## config.mk

```make
export PLATFORM = sky130hd
export DESIGN_NAME = dcs_decoder
export DESIGN_NICKNAME = d
export VERILOG_FILES = /design/src/rtl/dcs_pkg.sv /design/src/rtl/dcs_window_match.sv /design/src/rtl/dcs_map_classify.sv /design/src/rtl/dcs_route.sv /design/src/rtl/dcs_decoder.sv
export SDC_FILE = /design/constraint.sdc
export NUM_CORES = 1
export LEC_CHECK = 0
export BUFFER_PORTS_ARGS = -buffer_cell sky130_fd_sc_hd__buf_2
export CAP_MARGIN = 5
export CELL_PAD_IN_SITES_DETAIL_PLACEMENT = 0
export CELL_PAD_IN_SITES_GLOBAL_PLACEMENT = 2
export CORE_MARGIN = 10
export CORE_UTILIZATION = 23
export DETAILED_ROUTE_END_ITERATION = 6
export GPL_ROUTABILITY_DRIVEN = 0
export PLACE_DENSITY = 0.8
export SLEW_MARGIN = 20
export SYNTH_ARGS = -nofsm -noshare
export SYNTH_HDL_FRONTEND = slang
export SYNTH_HIERARCHICAL = 1
export SYNTH_SLANG_ARGS = --single-unit
```

## constraint.sdc

```tcl
create_clock -name clk -period 1 [get_ports clk]
set_clock_uncertainty 0.15 [all_clocks]
set_input_delay 0 -clock clk [delete_from_list [all_inputs] [get_ports clk]]
set_output_delay 0 -clock clk [all_outputs]
set_load 0.02 [all_outputs]
```

## src/rtl/dcs_pkg.sv

```systemverilog
package dcs_pkg;
  localparam int N_CS = 2;

  typedef enum logic [2:0] {
    MAP_OFF,
    MAP_SINGLE,
    MAP_SPLIT_PERIPH,
    MAP_SPLIT_MEM,
    MAP_TWO_WINDOWS
  } map_kind_t;

  typedef struct packed {
    logic            hit;
    logic [N_CS-1:0] cs_oh;
    logic            prof;
  } decode_t;

  typedef enum logic {
    ST_IDLE,
    ST_HOLD
  } dcs_state_t;
endpackage

```

## src/rtl/dcs_window_match.sv

```systemverilog
module dcs_window_match #(
  parameter int WIN_W = 4
) (
  input  logic [WIN_W-1:0] win_field,
  input  logic [WIN_W-1:0] addr_top,
  output logic             enabled,
  output logic             match
);
  always_comb begin
    enabled = |win_field;
    match   = enabled && (addr_top == win_field);
  end
endmodule

```

## src/rtl/dcs_map_classify.sv

```systemverilog
module dcs_map_classify
  import dcs_pkg::*;
(
  input  logic [1:0] cs_mode,
  input  logic       periph_en,
  input  logic       mem_en,
  output map_kind_t  kind
);
  logic dual;

  always_comb begin
    dual = (cs_mode == 2'd2) || (cs_mode == 2'd3);
    if (!dual)
      kind = MAP_SINGLE;
    else if (periph_en && mem_en)
      kind = MAP_TWO_WINDOWS;
    else if (periph_en)
      kind = MAP_SPLIT_PERIPH;
    else if (mem_en)
      kind = MAP_SPLIT_MEM;
    else
      kind = MAP_OFF;
  end
endmodule

```

## src/rtl/dcs_route.sv

```systemverilog
module dcs_route
  import dcs_pkg::*;
(
  input  map_kind_t kind,
  input  logic      periph_match,
  input  logic      mem_match,
  input  logic      split_bit,
  input  logic      split_timing,
  output decode_t   dec
);
  logic [N_CS-1:0] half_oh;

  always_comb begin
    half_oh = split_bit ? 2'b10 : 2'b01;
    dec     = '0;
    unique case (kind)
      MAP_SINGLE: begin
        if (periph_match || mem_match) begin
          dec.hit   = 1'b1;
          dec.cs_oh = 2'b01;
        end
      end
      MAP_SPLIT_PERIPH: begin
        if (periph_match) begin
          dec.hit   = 1'b1;
          dec.cs_oh = half_oh;
        end
      end
      MAP_SPLIT_MEM: begin
        if (mem_match) begin
          dec.hit   = 1'b1;
          dec.cs_oh = half_oh;
        end
      end
      MAP_TWO_WINDOWS: begin
        if (periph_match) begin
          dec.hit   = 1'b1;
          dec.cs_oh = 2'b01;
        end else if (mem_match) begin
          dec.hit   = 1'b1;
          dec.cs_oh = 2'b10;
        end
      end
      default: dec = '0;
    endcase
    dec.prof = split_timing && dec.cs_oh[1];
  end
endmodule

```

## src/rtl/dcs_decoder.sv

```systemverilog
module dcs_decoder
  import dcs_pkg::*;
#(
  parameter int WIN_W = 4
) (
  input  logic             clk,
  input  logic             rst_n,
  input  logic [1:0]       cs_mode,
  input  logic [WIN_W-1:0] periph_win,
  input  logic [WIN_W-1:0] mem_win,
  input  logic             split_timing,
  input  logic             req_valid,
  output logic             req_ready,
  input  logic [WIN_W:0]   req_addr_hi,
  input  logic             cyc_done,
  output logic [N_CS-1:0]  cs_n,
  output logic             prof_sel,
  output logic             hit,
  output logic             miss_err
);
  localparam int N_WIN = 2;

  logic [N_WIN-1:0][WIN_W-1:0] win_fields;
  logic [N_WIN-1:0]            win_en;
  logic [N_WIN-1:0]            win_match;
  map_kind_t                   kind;
  decode_t                     dec;

  dcs_state_t      state_q;
  logic [N_CS-1:0] cs_n_q;
  logic            prof_q;
  logic            miss_q;

  assign win_fields = {mem_win, periph_win};

  for (genvar w = 0; w < N_WIN; w++) begin : g_win
    dcs_window_match #(.WIN_W(WIN_W)) u_match (
      .win_field (win_fields[w]),
      .addr_top  (req_addr_hi[WIN_W:1]),
      .enabled   (win_en[w]),
      .match     (win_match[w])
    );
  end

  dcs_map_classify u_classify (
    .cs_mode   (cs_mode),
    .periph_en (win_en[0]),
    .mem_en    (win_en[1]),
    .kind      (kind)
  );

  dcs_route u_route (
    .kind         (kind),
    .periph_match (win_match[0]),
    .mem_match    (win_match[1]),
    .split_bit    (req_addr_hi[0]),
    .split_timing (split_timing),
    .dec          (dec)
  );

  always_ff @(posedge clk or negedge rst_n) begin
    if (!rst_n) begin
      state_q <= ST_IDLE;
      cs_n_q  <= '1;
      prof_q  <= 1'b0;
      miss_q  <= 1'b0;
    end else begin
      miss_q <= 1'b0;
      unique case (state_q)
        ST_IDLE: begin
          if (req_valid) begin
            if (dec.hit) begin
              state_q <= ST_HOLD;
              cs_n_q  <= ~dec.cs_oh;
              prof_q  <= dec.prof;
            end else begin
              miss_q <= 1'b1;
            end
          end
        end
        ST_HOLD: begin
          if (cyc_done) begin
            state_q <= ST_IDLE;
            cs_n_q  <= '1;
            prof_q  <= 1'b0;
          end
        end
        default: state_q <= ST_IDLE;
      endcase
    end
  end

  assign req_ready = (state_q == ST_IDLE);
  assign hit       = (state_q == ST_HOLD);
  assign cs_n      = cs_n_q;
  assign prof_sel  = prof_q;
  assign miss_err  = miss_q;
endmodule

```

==> out/qor.yml, run 1 <==
ant_nets: 0
syn_avg_cell_area_um2: 9.45
hold_path_class: "in -> async"
grt_overflow: 0
drt_first_pass_iters: 4
io_pins: 26
finalHoldViolCount: 3
layout-area-overhead-vs-synth_pct: 80.4
endpoint_kind: "flop"
routed_wl_um: 1750
die_y_um: 69.6
cts_max_path_buffers: 2
cts_max_level: 1
chipWidth_um: 69.6
power_w: 0.00107
r2r_start: "hit$_DFF_PN0_"
synth_edf_count: 0
powerDensity_nw_per_um2: 1050
required_ns: 1.00
drive_above_1_share: 0.575
yosysTopAreaCell: "dfrtp_1"
outcome: "finished with violations"
ys.flop_type: "dfrtp_1"
r2r_setup_slack_ns: -0.13
grt_pass1_vias: 744
critPathKind: "in -> reg"
yosysSeqAreaShare: 0.225
period_share: 1.99
r2r-end: "prof_sel$_DFFE_PN0P_"
synth_warnings: 6
cts_tree: "yes"
core_um2: 2280
worstSkewPairLatency_ns: 0.24
synth_top_area_frac: 0.132
place_area_um2: 866
track_usage: 0.0735
synth.distinct_cells: 35
drcViolationCount: 0
port_buffers: 24
synth_common_cells: "4 x xnor2_1, 4 x xor2_1, 3 x dfrtp_1, 3 x nand3b_1, 3 x nor3b_1"
cts.sinks: 5
slowest_stage: "or4_4"
pre_cts_ws_ns: -1.23
dp_hpwl_um: 1450
clk_pin_slew_worst_paths_ns: 0.04
synth-async-reset-ratio: 1.00
n_antenna_cell: 0
cts_hold_buf: 4
critPathMaxStageDelay_ns: 0.56
slew_viol_final: 0
rows: 17
drt_iter0_drc: 5
fin_nets: 136
setup_viol: 9
crit_chain: "buf_6, or4_4, ha_4, nand2b_4, o21bai_1, mux2_4, o22ai_4, a211oi_2, a311oi_1"
syn_area_um2: 567
crit_path_start_kind: "primary input"
worstMarginPinSlew_ns: 0.450
vias: 672
final.min_clock_period_ns: 1.99
fmax_ghz: 0.502
fin_hold_ws_ns: -0.0444
setup_slack_ns: -0.993
violations: "negative hold slack, negative setup slack"
wl_per_cell_um: 12.4
final_util: 0.449
synth_nets: 82
rsz0062_at_grt: "yes"
cts_buffers: 3
grt_max_degree: 9
initial_core_util: 0.249
synth_area_leaders: "dfrtp_1 13%, dfstp_2 9.3%, xnor2_1 6.2%, xor2_1 6.2%, ha_1 4.4%"
fill_cells: 230
vias_per_cell: 4.77
root_buffer: "clkbuf_4"
synthesis.instances: 60
irDropWorstVdd_uv: 697
finalNonFillerCells: 141
antenna_found_initial: 0
synth_seq_cells: 5
slew_headroom: 0.697
fin_area_um2: 1020
crit_fanout: 5
grt_pass1_wl_um: 3020
drv_cap: 0
r2r_cells: 3
worstPathArrival_ns: 1.99
leakagePower_nw: 0.454
dp.cells: 128
dieArea_um2: 4850
[layout make-up]
cell class	instances	area (um^2)	area share
multi-input cells	52	458	0.448
clock buffers	4	26.3	0.0257
repair buffers	50	367	0.359
flip-flops and latches	5	129	0.126
well taps	28	35.0	0.0343
inverters	2	7.51	0.00734
[layer usage]
metal / GRT usage / share of wire / vias up
li1: - / - / 333
met5: 0 / 0 / -
met4: 0.0391 / 0.0040 / 0
met2: 0.131 / 0.53 / 27
met1: 0.0726 / 0.40 / 310
met3: 0.0257 / 0.060 / 2
[logic make-up (layout without fill, tap and decap cells)]
| logic type | after synthesis | count (layout) | synth area share |
|---|---|---|---|
| multiplexers | 2 | 2 | 0.0441 |
| adder cells (fa/ha/maj) | 2 | 2 | 0.0441 |
| flip-flops | 5 | 5 | 0.225 |
| AO/OA/AOI/OAI | 13 | 13 | 0.179 |
| buffers and inverters | 3 | 56 | 0.0331 |
| XOR/XNOR | 8 | 8 | 0.124 |
| AND/OR/NAND/NOR | 27 | 27 | 0.351 |
[state kept, by name, summed over array words and instances (netlist names)]
signal,flops
prof_sel,1
hit,1
cs_n,2
miss_err,1
[worst max-delay path by stage]
| stage | start | end | slack, ns | cells past startpoint |
|---|---|---|---|---|
| global placement | mem_win[3] | cs_n[0]$_DFFE_PN1P_ | -1.19 | 9 |
| floorplan | mem_win[3] | cs_n[0]$_DFFE_PN1P_ | -1.04 | 8 |
| detailed placement | mem_win[3] | cs_n[1]$_DFFE_PN1P_ | -1.23 | 9 |
| global route | mem_win[3] | cs_n[1]$_DFFE_PN1P_ | -1.06 | 9 |
| finish | mem_win[3] | cs_n[1]$_DFFE_PN1P_ | -0.99 | 9 |
| CTS | mem_win[3] | cs_n[0]$_DFFE_PN1P_ | -0.94 | 9 |
[timing repair]
action | 4_1_cts | 5_1_grt
endpoints found under the setup margin | 9 | 9
endpoints found under the hold margin | 9 | 3
resized for setup | 11 | 3
pin swaps | 4 | 3
gates cloned | 0 | 0
setup buffers | 3 | 2
[through the flow]
step,TNS (ns),hold WS [ns]
after floorplan,-4.87,-0.446
after global placement,-5.60,-0.333
after detailed placement,-5.82,-0.327
final,-4.87,-0.0444
after CTS,-4.58,-0.0568
after global routing,-5.33,-0.0412
[where the power goes]
part / switching [W] / internal [W]
combinational: 0.000228 / 0.000283
clock: 0.0000777 / 0.000151
sequential: 0.0000527 / 0.000279
[worst max-delay path, delay by kind of cell]
kind            cells  cell delay (ns)
compound gates      4             0.73
simple gates        2             0.71
mux                 1             0.28
fa+ha+maj           1             0.18
buf+inv             1             0.09
[placed cells by master (no fill, tap or decap), types with 2 or more instances in the layout]
master / netlist / layout
dfstp_2: 2 / 2
nand3_1: 2 / 2
nor2b_1: 2 / 2
and2_1: 2 / 2
nor3_1: 2 / 2
buf_2: 0 / 18
clkbuf_4: 0 / 3
dlygate4sd3_1: 0 / 4
nand3b_1: 3 / 3
xnor2_1: 4 / 4
nor3b_1: 3 / 3
buf_4: 0 / 21
dfrtp_1: 3 / 2
buf_6: 1 / 7
or4_4: 2 / 2
xor2_1: 4 / 4
a311oi_1: 2 / 2
nand2_1: 2 / 2
o21ai_1: 2 / 2
Power figures use the tool's default switching activity.
==> inputs of run 2 (changes only) <==
==> constraint.sdc (replaced) <==
create_clock -name clk -period 1 [get_ports clk]
set_clock_uncertainty 0.15 [all_clocks]
set_input_delay 0.15 -clock clk [delete_from_list [all_inputs] [get_ports clk]]
set_output_delay 0.15 -clock clk [all_outputs]
set_load 0.02 [all_outputs]
==> run 2 against run 1 <==
Effect of this change: the flow finishes with violations (negative setup slack); global-route usage about the same; power grew 8.6%; first-iteration DRC count grew to 3.8 times the previous value; count of clock-buffer cells in the layout is the same; worst hold slack gained 0.12 ns; sequential cell count is the same; critical path type unchanged; register-to-register slack worse by 0.06 ns; via count is 1.0% higher; largest power group unchanged; routed wire length increased by 3.0%.
==> out/qor.yml, run 2 (synthesis gave the netlist of run 1 again) <==
p_seq_frac: 0.276  # -0.034
hp-start: "req_valid"
ant_nets: 0  # unchanged
cts_buffers: 3  # unchanged
grt_use_met2: 0.129  # -0.00202
r2r_start: "hit$_DFF_PN0_"
antenna_found_initial: 0  # unchanged
place_area_um2: 890  # +2.7%
sw_frac_of_total: 0.327  # -0.00757
p_int_w: 0.000783  # +9.9%
fin_nets: 140  # +2.9%
n_antenna_cell: 0  # unchanged
track_usage: 0.0735  # about the same
use_met3: 0.0214  # -0.00428
gr-max-usage-layer: "met2"
period_share: 2.15  # +0.154
rows: 17  # unchanged
cp_top_family: "compound AO/OA/AOI/OAI gates"
hold_path_class: "in -> reg"
drt_first_pass_iters: 3  # -1
clk_pin_slew_worst_paths_ns: 0.04  # about the same
final_cell_mix: "27 x buf_4, 16 x buf_2, 9 x buf_6"
setup_viol: 11  # +2
drt_iter0_drc: 19  # +14
slew_viol_final: 0  # unchanged
leakagePower_nw: 0.481  # +5.9%
fill_cells: 245  # +6.5%
setup_tns_ns: -6.13  # -1.26 ns
power_w: 0.00116  # +8.6%
cts_max_level: 1  # unchanged
dp_hpwl_um: 1500  # +3.5%
crit_chain: "buf_6, or4_4, ha_4, nand2b_4, o21bai_1, mux2_4, o22ai_4, a211oi_2, a311oi_1"
worstPathArrival_ns: 2.14  # +0.15 ns
vias_per_cell: 4.68  # -1.7%
slowest_stage: "or4_4"
critPathMaxStageDelay_ns: 0.56  # about the same
critPathKind: "in -> reg"
largest_reg_flops: 2  # unchanged
port_buffers: 24  # unchanged
hold_path_depth: 2
rsz0062_at_grt: "yes"
worstMarginPinSlew_ns: 0.452  # +0.00124 ns
crit_path_start_kind: "primary input"
endpoint_kind: "flop"
crit_fanout: 5  # unchanged
core_um2: 2280  # unchanged
critPathBufInv: 1  # unchanged
pwr-share-clk: 0.202  # -0.011
drcViolationCount: 0  # unchanged
routed_wl_um: 1810  # +3.0%
met1_usage: 0.0743  # +0.00171
die_y_um: 69.6  # unchanged
cts.sinks: 5  # unchanged
fmax_ghz: 0.466  # -7.2%
final_common_cell: "buf_4"
cts_tree: "yes"
slew_headroom: 0.697  # -0.000835
power_frac_comb: 0.522  # +0.045
r2r_cells: 3  # unchanged
r2r-end: "cs_n[0]$_DFFE_PN1P_"
violations: "negative setup slack"
dieArea_um2: 4850  # unchanged
power.switching_w: 0.000381  # +6.2%
setup_slack_ns: -1.15  # -0.154 ns
chipWidth_um: 69.6  # unchanged
io_pins: 26  # unchanged
outcome: "finished with violations"
final.min_clock_period_ns: 2.15  # +0.154 ns
grt_max_degree: 8  # -1
powerDensity_nw_per_um2: 1100  # +4.5%
root_buffer: "clkbuf_4"
r2r_setup_slack_ns: -0.19  # -0.06 ns
fin_area_um2: 1060  # +3.9%
finalHoldViolCount: 0  # -3
wl_per_cell_um: 12.5  # +0.12%
layout-area-overhead-vs-synth_pct: 87.4
cts_max_path_buffers: 2  # unchanged
grt_pass1_wl_um: 3050  # +1.1%
required_ns: 0.99  # about the same
drv_cap: 0  # unchanged
worstSkewPairLatency_ns: 0.24  # about the same
min_to: "miss_err$_DFF_PN0_"
grt_overflow: 0  # unchanged
drive_above_1_share: 0.624  # +0.0487
grt_pass1_vias: 741  # -0.40%
initial_core_util: 0.249  # unchanged
irDropWorstVdd_uv: 781  # +12%
vias: 679  # +1.0%
[run 2: timing repair]
item                                   in CTS  in global routing
setup endpoints to repair                  11                 11
pin swaps                                   2                  6
resized for setup                          17                  3
hold buffers                                2                  0
endpoints found under the hold margin       6                  0
setup buffers                               6                  2
[run 2: per-stage QoR]
step	instances	utilization	hold slack [ns]	setup slack, ns
after floorplan	60	-	-0.296	-1.19
after global placement	131	0.391	-0.183	-1.31
after detailed placement	131	0.391	-0.177	-1.42
after CTS	143	0.455	0.0625	-1.15
after global routing	145	0.467	0.0833	-1.22
final	145	0.467	0.0772	-1.15
[run 2: worst max path at each step]
| stage | slack, ns | end | from | cells after the start |
|---|---|---|---|---|
| floorplan | -1.19 | cs_n[0]$_DFFE_PN1P_ | mem_win[3] | 8 |
| global placement | -1.31 | cs_n[0]$_DFFE_PN1P_ | periph_win[0] | 8 |
| detailed placement | -1.42 | cs_n[0]$_DFFE_PN1P_ | mem_win[3] | 9 |
| CTS | -1.15 | cs_n[0]$_DFFE_PN1P_ | mem_win[3] | 9 |
| global route | -1.22 | cs_n[0]$_DFFE_PN1P_ | mem_win[1] | 9 |
| finish | -1.15 | cs_n[0]$_DFFE_PN1P_ | mem_win[1] | 9 |
[run 2: area by class of cell]
cell class	instances	area (um^2)	share of cell area
Clock buffer	4	26.3	0.0247
Inverter	2	7.51	0.00707
Multi-Input combinational cell	52	460	0.433
Sequential cell	5	129	0.121
Tap cell	28	35.0	0.0330
Timing Repair Buffer	54	404	0.380
[run 2: power groups by stage]
| stage | Sequential (W) | Combinational [W] | Clock [W] |
|---|---|---|---|
| after global placement | 0.000319 | 0.000425 | 0 |
| after detailed placement | 0.000324 | 0.000436 | 0 |
| final | 0.000322 | 0.000607 | 0.000235 |
| after global routing | 0.000334 | 0.000653 | 0.000259 |
| after CTS | 0.000320 | 0.000599 | 0.000244 |
| after floorplan | 0.000383 | 0.000175 | 0 |
[run 2: routing by layer]
layer	routed length, um	part of all wire
met1	750	0.42
met2	923	0.51
met3	97	0.054
met4	35	0.019
met5	0	0
==> inputs of run 3 (changes only) <==
--- a/config.mk
+++ b/config.mk
@@ -13,7 +13,7 @@
 export CORE_UTILIZATION = 23
 export DETAILED_ROUTE_END_ITERATION = 6
 export GPL_ROUTABILITY_DRIVEN = 0
-export PLACE_DENSITY = 0.8
+export PLACE_DENSITY = 0.77
 export SLEW_MARGIN = 20
 export SYNTH_ARGS = -nofsm -noshare
 export SYNTH_HDL_FRONTEND = slang
==> run 3 against run 2 <==
Effect of this change: the run still ends with negative setup slack left; sequential share of layout area rose by 0.58 points; worst hold slack lost 0.010 ns; sequential power about the same; power is 3.4% lower; register-to-register slack about the same; cell area fell by 4.6%; critical path depth unchanged; global-route usage is 0.32 points lower; non-clock buffer count down 5; combinational power down 7.1%; die area did not move; largest power group unchanged; highest routed layer unchanged.
==> out/qor.yml, run 3 (synthesis gave the netlist of run 1 again) <==
outcome: "finished with violations"
violations: "negative setup slack"
finalHoldViolCount: 0  # unchanged
grt_overflow: 0  # unchanged
largest_reg_flops: 2  # unchanged
r2r_cells: 3  # unchanged
grt_pass1_vias: 707  # -4.6%
final.min_clock_period_ns: 2.08  # -0.0678 ns
vias: 663  # -2.4%
setup_slack_ns: -1.08  # +0.0678 ns
rsz0062_at_grt: "yes"
dieArea_um2: 4850  # unchanged
die_y_um: 69.6  # unchanged
final_cell_mix: "23 x buf_4, 16 x buf_2, 8 x buf_6"
min_to: "hit$_DFF_PN0_"
rows: 17  # unchanged
core_um2: 2280  # unchanged
fmax_ghz: 0.481  # +3.3%
layout-area-overhead-vs-synth_pct: 78.8
critPathKind: "in -> reg"
irDropWorstVdd_uv: 543  # -30%
worstSkewPairLatency_ns: 0.24  # about the same
drcViolationCount: 0  # unchanged
cts_max_level: 1  # unchanged
period_share: 2.08  # -0.0678
port_buffers: 24  # unchanged
powerDensity_nw_per_um2: 1110  # +1.2%
initial_core_util: 0.249  # unchanged
r2r_start: "hit$_DFF_PN0_"
grt_max_degree: 7  # -1
r2r_setup_slack_ns: -0.19  # about the same
chipWidth_um: 69.6  # unchanged
worstPathArrival_ns: 2.07  # -0.07 ns
slew_headroom: 0.703  # +0.00665
cts_buffers: 3  # unchanged
slew_viol_final: 0  # unchanged
drv_cap: 0  # unchanged
wl_met1_um: 688  # -8.3%
crit_path_start_kind: "primary input"
hp-start: "req_valid"
io_pins: 26  # unchanged
worstMarginPinSlew_ns: 0.442  # -0.00990 ns
cts_max_path_buffers: 2  # unchanged
hold_path_class: "in -> reg"
leakagePower_nw: 0.453  # -5.9%
drive_above_1_share: 0.580  # -0.0436
cts_tree: "yes"
antenna_found_initial: 0  # unchanged
setup_tns_ns: -5.93  # +0.198 ns
required_ns: 0.99  # about the same
final_common_cell: "buf_4"
met3_length_um: 126  # +30%
endpoint_kind: "flop"
wl_per_cell_um: 12.1  # -2.5%
root_buffer: "clkbuf_4"
clk_pin_slew_worst_paths_ns: 0.04  # about the same
n_antenna_cell: 0  # unchanged
dr_wl_met2_um: 870  # -5.7%
cts.sinks: 5  # unchanged
hold_path_depth: 3  # +1
setup_viol: 11  # unchanged
drt_iter0_drc: 13  # -6
track_usage: 0.0703  # -0.00321
routed_wl_um: 1700  # -5.9%
vias_per_cell: 4.74  # +1.1%
drt_first_pass_iters: 4  # +1
crit_fanout: 5  # unchanged
grt_pass1_wl_um: 2940  # -3.6%
power_w: 0.00112  # -3.4%
r2r-end: "cs_n[1]$_DFFE_PN1P_"
dp_hpwl_um: 1410  # -5.6%
fin_nets: 135  # -3.6%
ant_nets: 0  # unchanged
top_layer: "met4"
==> run 3: routing by layer <==
layer | vias up | global-route usage
met3 | 2 | 0.0257
met5 | - | 0
met2 | 24 | 0.129
met1 | 308 | 0.0701
li1 | 329 | -
met4 | 0 | 0.0261
==> run 3: worst max-delay path, stage by stage <==
cell      delay [ns]
buf_6           0.09
or4_4           0.56
ha_4            0.18
nand2b_4        0.15
o21bai_1        0.15
mux2_4          0.28
o22ai_4         0.19
a211oi_1        0.10
a311oi_1        0.23
==> run 3: repair_timing <==
item | 4_1_cts | 5_1_grt
resized for setup | 13 | 2
hold endpoints to repair | 6 | 0
setup buffers | 5 | 0
hold buffers | 2 | 0
pin swaps | 2 | 3
setup endpoints to repair | 11 | 11
==> run 3: report_power, final <==
part | internal (W) | total, W | leakage, nW | switching (W)
Clock | 0.000151 | 0.000235 | 0.0150 | 0.0000837
Sequential | 0.000279 | 0.000325 | 0.0585 | 0.0000459
Combinational | 0.000322 | 0.000564 | 0.379 | 0.000242
==> run 3: through the flow <==
step                worst slack (ns)  hold WS (ns)   util  cell area (um^2)  std cells
finish                         -1.08        0.0672  0.445              1010        140
global route                   -1.16        0.0781  0.445              1010        140
detailed placement             -1.36        -0.182  0.384               875        129
CTS                            -1.09        0.0617  0.440              1000        140
floorplan                      -1.19        -0.296      -               596         60
global placement               -1.32        -0.184  0.384               875        129
==> run 3: area by class of cell <==
| class | count | area, um^2 |
|---|---|---|
| Clock buffer | 4 | 26.3 |
| Tap cell | 28 | 35.0 |
| Fill cell | 230 | 1260 |
| Inverter | 2 | 7.51 |
| Multi-Input combinational cell | 52 | 453 |
| Timing Repair Buffer | 49 | 363 |
| Sequential cell | 5 | 129 |
==> run 3: worst max path at each step <==
stage,depth (start not counted),start,slack [ns],endpoint
6_report,9,mem_win[3],-1.08,cs_n[0]$_DFFE_PN1P_
5_1_grt,9,mem_win[3],-1.16,cs_n[1]$_DFFE_PN1P_
3_3_place_gp,9,mem_win[3],-1.32,cs_n[0]$_DFFE_PN1P_
3_5_place_dp,9,mem_win[3],-1.36,cs_n[0]$_DFFE_PN1P_
2_1_floorplan,8,mem_win[3],-1.19,cs_n[0]$_DFFE_PN1P_
4_1_cts,9,mem_win[3],-1.09,cs_n[0]$_DFFE_PN1P_
